## config.mk

```make
export PLATFORM = sky130hd
export DESIGN_NAME = kick_watchdog
export DESIGN_NICKNAME = d
export VERILOG_FILES = /design/src/rtl/kick_watchdog_pkg.sv /design/src/rtl/kick_watchdog_ctrl.sv /design/src/rtl/kick_watchdog_datapath.sv /design/src/rtl/kick_watchdog.sv
export SDC_FILE = /design/constraint.sdc
export NUM_CORES = 1
export LEC_CHECK = 0
export ABC_AREA = 1
export BUFFER_PORTS_ARGS = -buffer_cell sky130_fd_sc_hd__buf_2
export CAP_MARGIN = 20
export CORE_UTILIZATION = 35
export DETAILED_ROUTE_END_ITERATION = 10
export SLEW_MARGIN = 20
export SYNTH_ARGS = -nofsm -noshare
export SYNTH_HDL_FRONTEND = slang
export SYNTH_SLANG_ARGS = --single-unit
```

## constraint.sdc

```tcl
create_clock -name clk -period 4.3 [get_ports clk]
set_input_delay 0.215 -clock clk [delete_from_list [all_inputs] [get_ports clk]]
set_output_delay 0.215 -clock clk [all_outputs]
set_load 0.1 [all_outputs]
```

## src/rtl/kick_watchdog_pkg.sv

```systemverilog
package kick_watchdog_pkg;

  localparam int MS_W = 16;
  localparam logic [2:0] CODE_OFF = 3'd3;

  typedef struct packed {
    logic            reload;
    logic            enable;
    logic [MS_W-1:0] loadMs;
  } wdStrobe_t;

  function automatic logic [MS_W-1:0] codeToMs(input logic [2:0] code);
    logic [MS_W-1:0] ms;
    case (code)
      3'd0:    ms = MS_W'(1);
      3'd1:    ms = MS_W'(10);
      3'd2:    ms = MS_W'(30);
      3'd4:    ms = MS_W'(100);
      3'd5:    ms = MS_W'(1000);
      3'd6:    ms = MS_W'(10000);
      3'd7:    ms = MS_W'(60000);
      default: ms = MS_W'(1);
    endcase
    return ms;
  endfunction

endpackage

```

## src/rtl/kick_watchdog_ctrl.sv

```systemverilog
module kick_watchdog_ctrl
  import kick_watchdog_pkg::*;
#(
  parameter int SYNC_DEPTH = 2
) (
  input  logic       clk,
  input  logic       rst_n,
  input  logic       wrEn,
  input  logic [7:0] wrData,
  input  logic       kickPin,
  output logic [7:0] rdData,
  output wdStrobe_t  strb
);

  logic [7:0]          regQ;
  logic [SYNC_DEPTH:0] syncQ;
  logic [2:0]          nextCode;
  logic                fieldChange;
  logic                regKick;
  logic                pinRise;

  always_ff @(posedge clk or negedge rst_n) begin
    if (!rst_n) begin
      regQ <= 8'h00;
    end else if (wrEn) begin
      regQ <= wrData;
    end
  end

  always_ff @(posedge clk or negedge rst_n) begin
    if (!rst_n) begin
      syncQ <= '0;
    end else begin
      syncQ <= {syncQ[SYNC_DEPTH-1:0], kickPin};
    end
  end

  always_comb begin
    nextCode    = wrEn ? wrData[2:0] : regQ[2:0];
    fieldChange = wrEn && (wrData[2:0] != regQ[2:0]);
    regKick     = wrEn && wrData[3] && !regQ[3];
    pinRise     = syncQ[SYNC_DEPTH-1] && !syncQ[SYNC_DEPTH];
    strb.reload = fieldChange || regKick || pinRise;
    strb.enable = (nextCode != CODE_OFF);
    strb.loadMs = codeToMs(nextCode);
  end

  assign rdData = regQ;


  readback_chk: assert property (@(posedge clk) disable iff (!rst_n)
    wrEn |=> rdData == $past(wrData));


  hold_chk: assert property (@(posedge clk) disable iff (!rst_n)
    !wrEn |=> $stable(rdData));


  reg_kick_chk: assert property (@(posedge clk) disable iff (!rst_n)
    (wrEn && wrData[3] && !rdData[3]) |-> strb.reload);


  pin_kick_chk: assert property (@(posedge clk) disable iff (!rst_n)
    $rose(syncQ[SYNC_DEPTH-1]) |-> strb.reload);

endmodule

```

## src/rtl/kick_watchdog_datapath.sv

```systemverilog
module kick_watchdog_datapath
  import kick_watchdog_pkg::*;
#(
  parameter int CYCLES_PER_MS = 100000,
  parameter int PULSE_CYCLES  = 16
) (
  input  logic      clk,
  input  logic      rst_n,
  input  wdStrobe_t strb,
  output logic      wdReset
);

  localparam int PRE_W = (CYCLES_PER_MS > 1) ? $clog2(CYCLES_PER_MS) : 1;
  localparam int PUL_W = $clog2(PULSE_CYCLES + 1);
  localparam logic [PRE_W-1:0] PRE_LAST = PRE_W'(CYCLES_PER_MS - 1);

  logic [PRE_W-1:0] presc;
  logic [MS_W-1:0]  msLeft;
  logic [PUL_W-1:0] pulseLeft;
  logic             msTick;
  logic             expire;

  assign msTick = (presc == PRE_LAST);
  assign expire = strb.enable && !strb.reload && msTick && (msLeft == MS_W'(1));

  always_ff @(posedge clk or negedge rst_n) begin
    if (!rst_n) begin
      presc  <= '0;
      msLeft <= MS_W'(1);
    end else if (!strb.enable) begin
      presc  <= '0;
    end else if (strb.reload) begin
      presc  <= '0;
      msLeft <= strb.loadMs;
    end else if (msTick) begin
      presc  <= '0;
      msLeft <= expire ? strb.loadMs : msLeft - MS_W'(1);
    end else begin
      presc  <= presc + PRE_W'(1);
    end
  end

  always_ff @(posedge clk or negedge rst_n) begin
    if (!rst_n) begin
      pulseLeft <= '0;
    end else if (expire) begin
      pulseLeft <= PUL_W'(PULSE_CYCLES);
    end else if (pulseLeft != '0) begin
      pulseLeft <= pulseLeft - PUL_W'(1);
    end
  end

  assign wdReset = (pulseLeft != '0);

  logic [15:0] runLen;
  always_ff @(posedge clk or negedge rst_n) begin
    if (!rst_n) runLen <= '0;
    else        runLen <= wdReset ? runLen + 16'd1 : 16'd0;
  end


  pulse_len_chk: assert property (@(posedge clk) disable iff (!rst_n)
    $fell(wdReset) |-> runLen == 16'(PULSE_CYCLES));


  off_no_pulse_chk: assert property (@(posedge clk) disable iff (!rst_n)
    !strb.enable |=> !$rose(wdReset));


  off_freeze_chk: assert property (@(posedge clk) disable iff (!rst_n)
    !strb.enable |=> $stable(msLeft));


  reload_load_chk: assert property (@(posedge clk) disable iff (!rst_n)
    (strb.reload && strb.enable) |=> (msLeft == $past(strb.loadMs)) && (presc == '0));

endmodule

```

## src/rtl/kick_watchdog.sv

```systemverilog
module kick_watchdog
  import kick_watchdog_pkg::*;
#(
  parameter int CYCLES_PER_MS = 100000,
  parameter int PULSE_CYCLES  = 16
) (
  input  logic       clk,
  input  logic       rst_n,
  input  logic       wrEn,
  input  logic [7:0] wrData,
  output logic [7:0] rdData,
  input  logic       kickPin,
  output logic       wdReset
);

  wdStrobe_t strb;

  kick_watchdog_ctrl #(
    .SYNC_DEPTH(2)
  ) u_ctrl (
    .clk    (clk),
    .rst_n  (rst_n),
    .wrEn   (wrEn),
    .wrData (wrData),
    .kickPin(kickPin),
    .rdData (rdData),
    .strb   (strb)
  );

  kick_watchdog_datapath #(
    .CYCLES_PER_MS(CYCLES_PER_MS),
    .PULSE_CYCLES (PULSE_CYCLES)
  ) u_dp (
    .clk    (clk),
    .rst_n  (rst_n),
    .strb   (strb),
    .wdReset(wdReset)
  );

endmodule

```

==> results of run 1 <==
## sequential cells by signal, summed over array words and instances (netlist names)
signal / cells
u_ctrl.rdData: 8
u_dp.msLeft: 16
u_ctrl.syncQ: 3
u_dp.pulseLeft: 5
u_dp.presc: 17
## metal layers
layer	global-route usage, %	vias to the layer above	wire, microns
met5	0	-	0
met3	3.16	5	193
met1	19.1	1136	2820
li1	-	1229	-
met2	24.7	31	2730
met4	3.46	0	57
## what timing repair did
| item | in CTS | in global routing |
|---|---|---|
| hold buffers | 1 | 0 |
| resized for setup | 0 | 0 |
| endpoints found under the setup margin | 0 | 0 |
| setup buffers | 0 | 0 |
| endpoints found under the hold margin | 1 | 0 |
## critical path, stage by stage (launching register included)
cell	delay, ns
dfrtp_1	0.41
inv_1	0.11
ha_1	0.16
inv_1	0.04
nor4_1	0.50
inv_1	0.22
buf_2	0.35
## cell type report
cell class / count / area [sq um]
clock buffer: 5 / 68.8
inverter: 44 / 169
clock inverter: 3 / 21.3
multi-input combinational: 273 / 1490
timing repair buffer: 22 / 118
sequential: 49 / 1230
tap: 105 / 131
fill: 832 / 4950
## through the flow
step | std cells | utilization, % | setup slack (ns) | hold slack [ns]
3_3_place_gp | 492 | 38.2 | 2.27 | 0.331
3_5_place_dp | 492 | 38.2 | 2.25 | 0.325
2_1_floorplan | 372 | - | 2.13 | -0.0806
4_1_cts | 501 | 39.4 | 1.99 | 0.0299
6_report | 501 | 39.4 | 2.00 | -0.0242
5_1_grt | 501 | 39.4 | 1.85 | 0.0452
## final timing paths
path                                   startpoint               end  slack [ns]  cells after the start
min in group clk                        wrData[6]  u_ctrl.rdData[6]        0.10                      3
worst max-delay path            u_dp.pulseLeft[0]           wdReset        2.00                      6
worst max register to register     u_dp.msLeft[0]   u_dp.msLeft[15]        2.25                      8
max in group asynchronous                   rst_n   u_dp.msLeft[13]        3.87                      2
worst min-delay path                        rst_n    u_dp.msLeft[2]       -0.02                      2
worst min register to register    u_ctrl.syncQ[0]   u_ctrl.syncQ[1]        0.38                      0
## logic make-up after synthesis
kind of cell / after synthesis / share of synthesized area [%]
buffers and inverters: 50 / 7.81
XOR/XNOR: 15 / 4.46
AO/OA/AOI/OAI: 45 / 10.7
AND/OR/NAND/NOR: 208 / 33.2
flip-flops: 49 / 41.7
adder cells (fa/ha/maj): 5 / 2.12
## cells in the final DEF (no fill, tap or decap), types with 4 or more instances in the layout
cell type | netlist | final
nor2_2 | 8 | 8
o21ai_1 | 4 | 4
nand3_1 | 18 | 18
nand2_2 | 7 | 7
dfrtp_1 | 48 | 48
xnor2_1 | 6 | 6
nor3_1 | 9 | 9
o21a_1 | 4 | 4
nand2_1 | 95 | 95
buf_2 | 1 | 20
o21ai_2 | 5 | 5
o21ai_0 | 9 | 9
nand4_1 | 7 | 7
ha_1 | 5 | 5
a21oi_1 | 12 | 12
nor2_1 | 49 | 49
inv_1 | 37 | 37
inv_2 | 4 | 4
xor2_1 | 9 | 9
a21oi_2 | 4 | 4
clkbuf_8 | 0 | 5
## power groups by stage
stage	logic [uW]	registers [uW]	clock network, uW
final	343	563	281
after global routing	384	571	318
after CTS	346	563	297
after detailed placement	344	573	0
after global placement	340	571	0
after floorplan	238	609	0
==> results.sh, run 1 <==
export IMPL_status="finished with violations"
export IMPL_violations="negative hold slack"
export IMPL_cts_tree="built"
export IMPL_drc=0
export IMPL_place_gp_congestion=0.840
export IMPL_die_x_microns=93.8
export IMPL_comb_power_share_pct=28.9
export IMPL_insertion_delay_ns=0.31
export IMPL_min_period_over_period_pct=53.5
export IMPL_die_y_microns=93.8
export IMPL_synth_top_cell_area_share_pct=40.8
export IMPL_startpoint_type="register"
export IMPL_tightest_slew_ns=0.639
export IMPL_grt_pass1_wl_microns=10300
export IMPL_grt_max_degree=50
export IMPL_nNetsFinal=412
export IMPL_antenna_left=0
export IMPL_area_growth_synth_to_final_pct=9.43
export IMPL_synth_edf_count=0
export IMPL_setup_viol=0
export IMPL_clkTransAtPathRegs_ns=0.10
export IMPL_cts_buffers=5
export IMPL_period_needed_ns=2.30
export IMPL_tns_ns=0
export IMPL_num_rows=33
export IMPL_synth_seq_area_share_pct=41.7
export IMPL_total_power_uw=1190
export IMPL_intPower_uw=735
export IMPL_worst_path_max_fanout=5
export IMPL_design_area_sq_um=3220
export IMPL_ys_ff_latch=49
export IMPL_synthTopCellsByArea="dfrtp_1 (41%), nand2_1 (12%), nor2_1 (6.2%), inv_1 (4.7%), nand3_1 (3.1%)"
export IMPL_clkPwrFrac_pct=23.7
export IMPL_cts_sinks=49
export IMPL_crit_type="reg -> out"
export IMPL_portBuffers=20
export IMPL_routed_wl_microns=5800
export IMPL_dpl_cell_area_sq_um=3120
export IMPL_synth_main_ff_cell="dfrtp_1"
export IMPL_synthCells=372
export IMPL_vias=2401
export IMPL_drt_iter0_drc=116
export IMPL_arrival_ns=2.09
export IMPL_grt_pass1_vias=2323
export IMPL_p_leak_uw=0.00153
export IMPL_rsz0062_at_grt="no"
export IMPL_ir_worst_vdd_mv=0.106
export IMPL_drive_gt1_share_pct=18.9
export IMPL_switching_share_pct=38.1
export IMPL_p_seq_share_pct=47.4
export IMPL_synth_most_common_cell="nand2_1"
export IMPL_clockBufferDepth=2
export IMPL_cts_root_buf="clkbuf_8"
export IMPL_dr_pass1_iters=4
export IMPL_end_kind="primary output"
export IMPL_dieArea_sq_um=8790
export IMPL_crit_required_ns=4.09
export IMPL_finalMaxSlewViolations=0
export IMPL_whs_ns=-0.0242
export IMPL_netlist_area_sq_um=2950
export IMPL_power_density_nw_per_um2=368
export IMPL_overflow=0
export IMPL_synthArstFlopShare_pct=100
export IMPL_via_per_inst=4.79
export IMPL_hp_class="in -> async"
export IMPL_switchingPower_uw=452
export IMPL_hpwl_microns=4240
export IMPL_track_usage_pct=14.7
export IMPL_cts_max_level=2
export IMPL_slew_headroom_pct=57.4
export IMPL_maxCapViolCount=0
export IMPL_synth_nets=389
export IMPL_finClkSkew_ns=0.0118
export IMPL_start_util_pct=36.0
export IMPL_antennaDiodeCount=0
export IMPL_wl_per_cell_microns=11.6
export IMPL_io_pins=21
export IMPL_syn_area_per_cell_sq_um=7.92
export IMPL_hold_viol_final=19
export IMPL_antenna_found_initial=0
export IMPL_synth_distinct_cells=37
export IMPL_fmax_ghz=0.434
export IMPL_synth_commonest_cells="nand2_1 (95), nor2_1 (49), dfrtp_1 (48)"
export IMPL_core_sq_um=8180
export IMPL_yosysWarningCount=0
export IMPL_yosysTopAreaCell="dfrtp_1"
(Power assumes the default switching activity.)
==> run 2, diff against run 1 <==
Clock period 4.3 ns to 2.3 ns, I/O delays scaled along.
==> results.sh, run 2 (synthesis gave the netlist of run 1 again) <==
export IMPL_status="completed"
export IMPL_met3_wirelength_microns=259
export IMPL_top_register="u_dp.presc"
export IMPL_routed_top_layer="met4"
export IMPL_path_buf_inv=1
export IMPL_die_x_microns=93.8
export IMPL_grt_max_degree=21
export IMPL_power_density_nw_per_um2=686
export IMPL_timing_rr_start="u_dp.presc[0]"
export IMPL_period_needed_ns=1.99
export IMPL_overflow=0
export IMPL_intPower_uw=1400
export IMPL_cts_sinks=49
export IMPL_hpwl_microns=4570
export IMPL_place_gp_congestion=0.800
export IMPL_crit_type="reg -> reg"
export IMPL_nNetsFinal=421
export IMPL_slew_headroom_pct=68.2
export IMPL_cp_top_family="simple AND/OR/NAND/NOR gates"
export IMPL_worst_path_max_fanout=15
export IMPL_dieArea_sq_um=8790
export IMPL_slowest_stage="o21ai_4"
export IMPL_antennaDiodeCount=0
export IMPL_antenna_left=0
export IMPL_hold_start="wrData[7]"
export IMPL_startpoint_type="register"
export IMPL_hold_viol_final=0
export IMPL_p_leak_uw=0.00158
export IMPL_end_kind="register"
export IMPL_final_cells=510
export IMPL_die_y_microns=93.8
export IMPL_arrival_ns=2.24
export IMPL_cts_tree="built"
export IMPL_antenna_found_initial=0
export IMPL_drive_gt1_share_pct=19.8
export IMPL_via_per_inst=4.72
export IMPL_rsz0062_at_grt="no"
export IMPL_design_area_sq_um=3310
export IMPL_min_period_over_period_pct=86.6
export IMPL_mostFrequentLayoutCells="nand2_1 (95), nor2_1 (49), dfrtp_1 (48)"
export IMPL_finalMaxSlewViolations=0
export IMPL_p_seq_share_pct=46.2
export IMPL_setup_viol=0
export IMPL_drc=0
export IMPL_dr_wl_met2_microns=2770
export IMPL_finClkSkew_ns=0.0142
export IMPL_routed_wl_microns=6030
export IMPL_grt_pass1_wl_microns=10900
export IMPL_drt_iter0_drc=134
export IMPL_cts_buffers=5
export IMPL_post_place_cells=497
export IMPL_fmax_ghz=0.502
export IMPL_largest_register_ffs=17
export IMPL_cpMostUsedCell="nand3_1"
export IMPL_wl_per_cell_microns=11.8
export IMPL_track_usage_pct=15.5
export IMPL_ir_worst_vdd_mv=0.228
export IMPL_switching_share_pct=38.5
export IMPL_wl_met1_microns=2930
export IMPL_tns_ns=0
export IMPL_hp_class="in -> reg"
export IMPL_crit_required_ns=2.55
export IMPL_comb_power_share_pct=29.1
export IMPL_portBuffers=20
export IMPL_cts_max_level=2
export IMPL_io_pins=21
export IMPL_clockBufferDepth=2
export IMPL_grt_pass1_vias=2368
export IMPL_dpl_cell_area_sq_um=3160
export IMPL_max_stage_delay_ns=0.42
export IMPL_switchingPower_uw=874
export IMPL_mostFrequentLayoutCell="nand2_1"
export IMPL_clkPwrFrac_pct=24.7
export IMPL_cp_startpoint="u_dp.presc[0]"
export IMPL_clkTransAtPathRegs_ns=0.11
export IMPL_vias=2409
export IMPL_start_util_pct=36.0
export IMPL_core_sq_um=8180
export IMPL_tightest_slew_ns=0.474
export IMPL_dr_pass1_iters=4
export IMPL_insertion_delay_ns=0.32
export IMPL_cts_root_buf="clkbuf_8"
export IMPL_maxCapViolCount=0
export IMPL_cp_cell_sequence="ha_1 > nand4_1 > nor2_2 > nand3_4 > o21ai_4 > nand3_1 > nand3_1 > nand2_1 > inv_1"
export IMPL_num_rows=33
export IMPL_area_growth_synth_to_final_pct=12.3
==> run 2: cell types whose count changed in the layout (fill, tap and decap cells not counted) <==
cell,before,now
buf_4,1,6
clkinvlp_4,1,0
clkinv_4,0,1
dlygate4sd3_1,1,5
inv_8,0,1
clkinv_2,2,1
==> run 2: area by class of cell <==
cell class	instances	area, sq um
inverter	44	169
clock inverter	3	28.8
fill	834	4870
tap	105	131
timing repair buffer	31	195
sequential	49	1230
multi-input combinational	273	1490
clock buffer	5	68.8
==> run 2: stage by stage <==
stage	util [%]	total power (uW)	hold slack, ns	setup slack [ns]
after floorplan	-	1580	-0.181	0.126
after global placement	38.7	1710	0.0377	0.381
after detailed placement	38.7	1730	0.0464	0.344
after CTS	40.5	2300	0.00414	0.320
after global routing	40.5	2430	0.00723	0.0255
final	40.5	2270	0.00407	0.307
==> run 2: layer usage <==
metal | GRT usage, % | vias to the layer above
met3 | 2.67 | 6
met4 | 4.23 | 0
li1 | - | 1246
met5 | 0 | -
met2 | 26.3 | 47
met1 | 20.2 | 1110
==> run 2: timing repair <==
action                    4_1_cts  5_1_grt
buffers inserted                0        0
hold endpoints to repair       17        0
hold buffers                    5        0
gates resized for setup         0        0
==> run 2: final timing paths <==
kind                                          to  slack, ns  cells past startpoint
max in group asynchronous         u_dp.msLeft[0]       1.42                      3
worst min register to register   u_ctrl.syncQ[1]       0.37                      0
min in group asynchronous       u_ctrl.rdData[5]       0.23                      2
worst max register to register   u_dp.msLeft[15]       0.31                      9
worst max-delay path             u_dp.msLeft[15]       0.31                      9
worst min-delay path            u_ctrl.rdData[7]      0.004                      3
==> run 2: power by group through the flow <==
stage / Combinational [uW] / Clock (uW) / Sequential, uW
detailed placement: 659 / 0 / 1070
global route: 747 / 620 / 1060
global placement: 647 / 0 / 1060
finish: 661 / 561 / 1050
CTS: 668 / 586 / 1050
floorplan: 444 / 0 / 1140
==> run 2: worst register-to-register path: stages (launching register included) <==
cell	delay [ns]
dfrtp_1	0.39
ha_1	0.20
nand4_1	0.15
nor2_2	0.20
nand3_4	0.11
o21ai_4	0.42
nand3_1	0.22
nand3_1	0.13
nand2_1	0.05
inv_1	0.05
==> run 3, diff against run 2 <==
Settings changed: ABC_AREA 1 to not set, MAX_ROUTING_LAYER set to met4, PLACE_DENSITY set to 0.55.
==> results.sh, run 3 <==
export IMPL_status="finished with violations"
export IMPL_violations="negative setup slack"
export IMPL_startpoint_type="register"
export IMPL_via_per_inst=5.16
export IMPL_cts_max_level=2
export IMPL_synth_commonest_cells="dfrtp_1 (48), nor2_1 (38), nand2_1 (19)"
export IMPL_rsz0062_at_grt="yes"
export IMPL_finClkSkew_ns=0.00785
export IMPL_num_rows=31
export IMPL_drive_gt1_share_pct=31.6
export IMPL_drc=0
export IMPL_crit_required_ns=2.50
export IMPL_grtUsageMet3_pct=2.54
export IMPL_track_usage_pct=17.2
export IMPL_timing_rr_start="u_dp.msLeft[9]"
export IMPL_period_needed_ns=2.46
export IMPL_synth_edf_count=0
export IMPL_io_pins=21
export IMPL_tightest_slew_ns=0.689
export IMPL_cp_cell_sequence="or3_4 > or4_4 > or3_4 > o21ai_4 > buf_4 > o21ai_1 > a221o_1"
export IMPL_cts_buffers=5
export IMPL_maxCapViolCount=0
export IMPL_antenna_found_initial=0
export IMPL_cpMostUsedCell="or3_4"
export IMPL_hold_start="wrData[6]"
export IMPL_synth_main_ff_cell="dfrtp_1"
export IMPL_yosysTopAreaCell="dfrtp_1"
export IMPL_worst_path_max_fanout=3
export IMPL_reg2reg_depth=7
export IMPL_wl_per_cell_microns=13.8
export IMPL_netlist_area_sq_um=2720
export IMPL_start_util_pct=36.9
export IMPL_place_gp_congestion=0.881
export IMPL_synth_nets=304
export IMPL_finalMaxSlewViolations=0
export IMPL_p_leak_uw=0.00163
export IMPL_ir_worst_vdd_mv=0.392
export IMPL_syn_area_per_cell_sq_um=9.47
export IMPL_core_sq_um=7370
export IMPL_grt_pass1_wl_microns=11100
export IMPL_vias=2405
export IMPL_cts_tree="built"
export IMPL_slew_headroom_pct=54.1
export IMPL_max_stage_delay_ns=0.43
export IMPL_dieArea_sq_um=8120
export IMPL_grt_max_degree=32
export IMPL_power_density_nw_per_um2=712
export IMPL_die_y_microns=90.1
export IMPL_yosysWarningCount=0
export IMPL_hpwl_microns=4830
export IMPL_largest_register_ffs=17
export IMPL_synthArstFlopShare_pct=100
export IMPL_whs_path_depth=2
export IMPL_holdPathEnd="u_ctrl.rdData[6]"
export IMPL_reg2reg_to="u_dp.msLeft[14]"
export IMPL_synth_top_cell_area_share_pct=44.2
export IMPL_dr_pass1_iters=4
export IMPL_utilization_pct=48.6
export IMPL_busiest_layer="met2"
export IMPL_clkTransAtPathRegs_ns=0.10
export IMPL_hp_class="in -> reg"
export IMPL_whs_ns=0.0359
export IMPL_mostFrequentLayoutCell="buf_4"
export IMPL_top_register="u_dp.presc"
export IMPL_fmax_ghz=0.406
export IMPL_insertion_delay_ns=0.30
export IMPL_nNetsFinal=383
export IMPL_hold_viol_final=0
export IMPL_mostFrequentLayoutCells="buf_4 (56), dfrtp_1 (44), nor2_1 (38)"
export IMPL_antennaDiodeCount=0
export IMPL_antenna_left=0
export IMPL_synth_most_common_cell="dfrtp_1"
export IMPL_cts_sinks=49
export IMPL_pre_cts_slack_ns=-0.134
export IMPL_fillers=696
export IMPL_ys_ff_latch=49
export IMPL_grt_pass1_vias=2415
export IMPL_total_power_uw=2550
export IMPL_grt_use_met1_pct=21.7
export IMPL_synthTopCellsByArea="dfrtp_1 (44%), nor2_1 (5.2%), xnor2_1 (3.5%), xor2_1 (3.2%), nor3_1 (2.9%)"
export IMPL_arrival_ns=2.66
export IMPL_end_kind="register"
export IMPL_portBuffers=20
export IMPL_drt_iter0_drc=248
export IMPL_synthCells=287
export IMPL_routed_wl_microns=6440
export IMPL_met2_usage_pct=28.1
export IMPL_overflow=0
export IMPL_fin_ws_ns=-0.162
export IMPL_setup_viol=10
export IMPL_slowest_stage="or4_4"
export IMPL_regToRegSetupSlack_ns=-0.16
export IMPL_cts_root_buf="clkbuf_8"
export IMPL_die_x_microns=90.1
export IMPL_crit_type="reg -> reg"
export IMPL_tns_ns=-1.15
export IMPL_area_growth_synth_to_final_pct=31.7
export IMPL_synth_distinct_cells=52
export IMPL_clockBufferDepth=2
export IMPL_synth_seq_area_share_pct=45.1
export IMPL_min_period_over_period_pct=107
## run 3: final cells by class
| type | instances | area [sq um] | share of cell area (%) |
|---|---|---|---|
| multi-input cells | 217 | 1470 | 41.1 |
| repair buffers | 82 | 586 | 16.4 |
| clock buffers | 5 | 68.8 | 1.92 |
| clock inverters | 3 | 47.5 | 1.33 |
| flip-flops and latches | 49 | 1240 | 34.6 |
| inverters | 11 | 41.3 | 1.15 |
| well taps | 99 | 124 | 3.46 |
## run 3: per-stage QoR
stage	cells	area, sq um
floorplan	287	2740
global placement	452	3330
global route	466	3580
detailed placement	452	3330
CTS	464	3500
finish	466	3580
## run 3: repair_timing
action / in CTS / in global routing
buffers inserted: 2 / 2
pin swaps: 1 / 6
resized for setup: 5 / 13
endpoints found under the setup margin: 14 / 19
hold buffers: 2 / 0
gates cloned: 0 / 0
endpoints found under the hold margin: 30 / 0
## run 3: worst max-delay path: cells and delay by family, from the launching register on
family / cells / cell delay (ns)
and+or+nand+nor: 3 / 1.19
AOI/OAI and AO/OA: 3 / 0.63
DFF: 1 / 0.39
buffers and inverters: 1 / 0.15
## run 3: worst max-delay path by stage
stage	startpoint	endpoint	slack [ns]	cells past startpoint
after global routing	u_dp.msLeft[9]	u_dp.msLeft[14]	-0.21	7
final	u_dp.msLeft[9]	u_dp.msLeft[14]	-0.16	7
after floorplan	u_dp.msLeft[8]	u_dp.msLeft[4]	-0.18	8
after detailed placement	u_dp.msLeft[9]	u_dp.msLeft[4]	-0.13	7
after global placement	u_dp.msLeft[9]	u_dp.msLeft[4]	-0.11	7
after CTS	u_dp.msLeft[9]	u_dp.msLeft[4]	-0.15	7
## run 3: cells by family (layout without fill, tap and decap cells)
kind of cell | Yosys count | after routing | synth area share [%]
simple gates | 134 | 134 | 25.9
flops | 49 | 49 | 45.1
compound gates | 48 | 48 | 13.0
xor+xnor | 21 | 21 | 6.76
buf+inv | 21 | 101 | 3.31
mux | 9 | 9 | 3.59
fa+ha+maj | 5 | 5 | 2.30
## run 3: power by group
group,switching [uW],leakage [uW],internal [uW]
clock,307,0.0000591,332
combinational,489,0.000935,370
sequential,82.1,0.000632,969
total,878,0.00163,1670
## run 3: routing by layer
layer	wire, microns	vias to the layer above
met5	0	-
met1	3050	1143
met2	3070	52
met3	215	11
li1	-	1199
met4	105	0
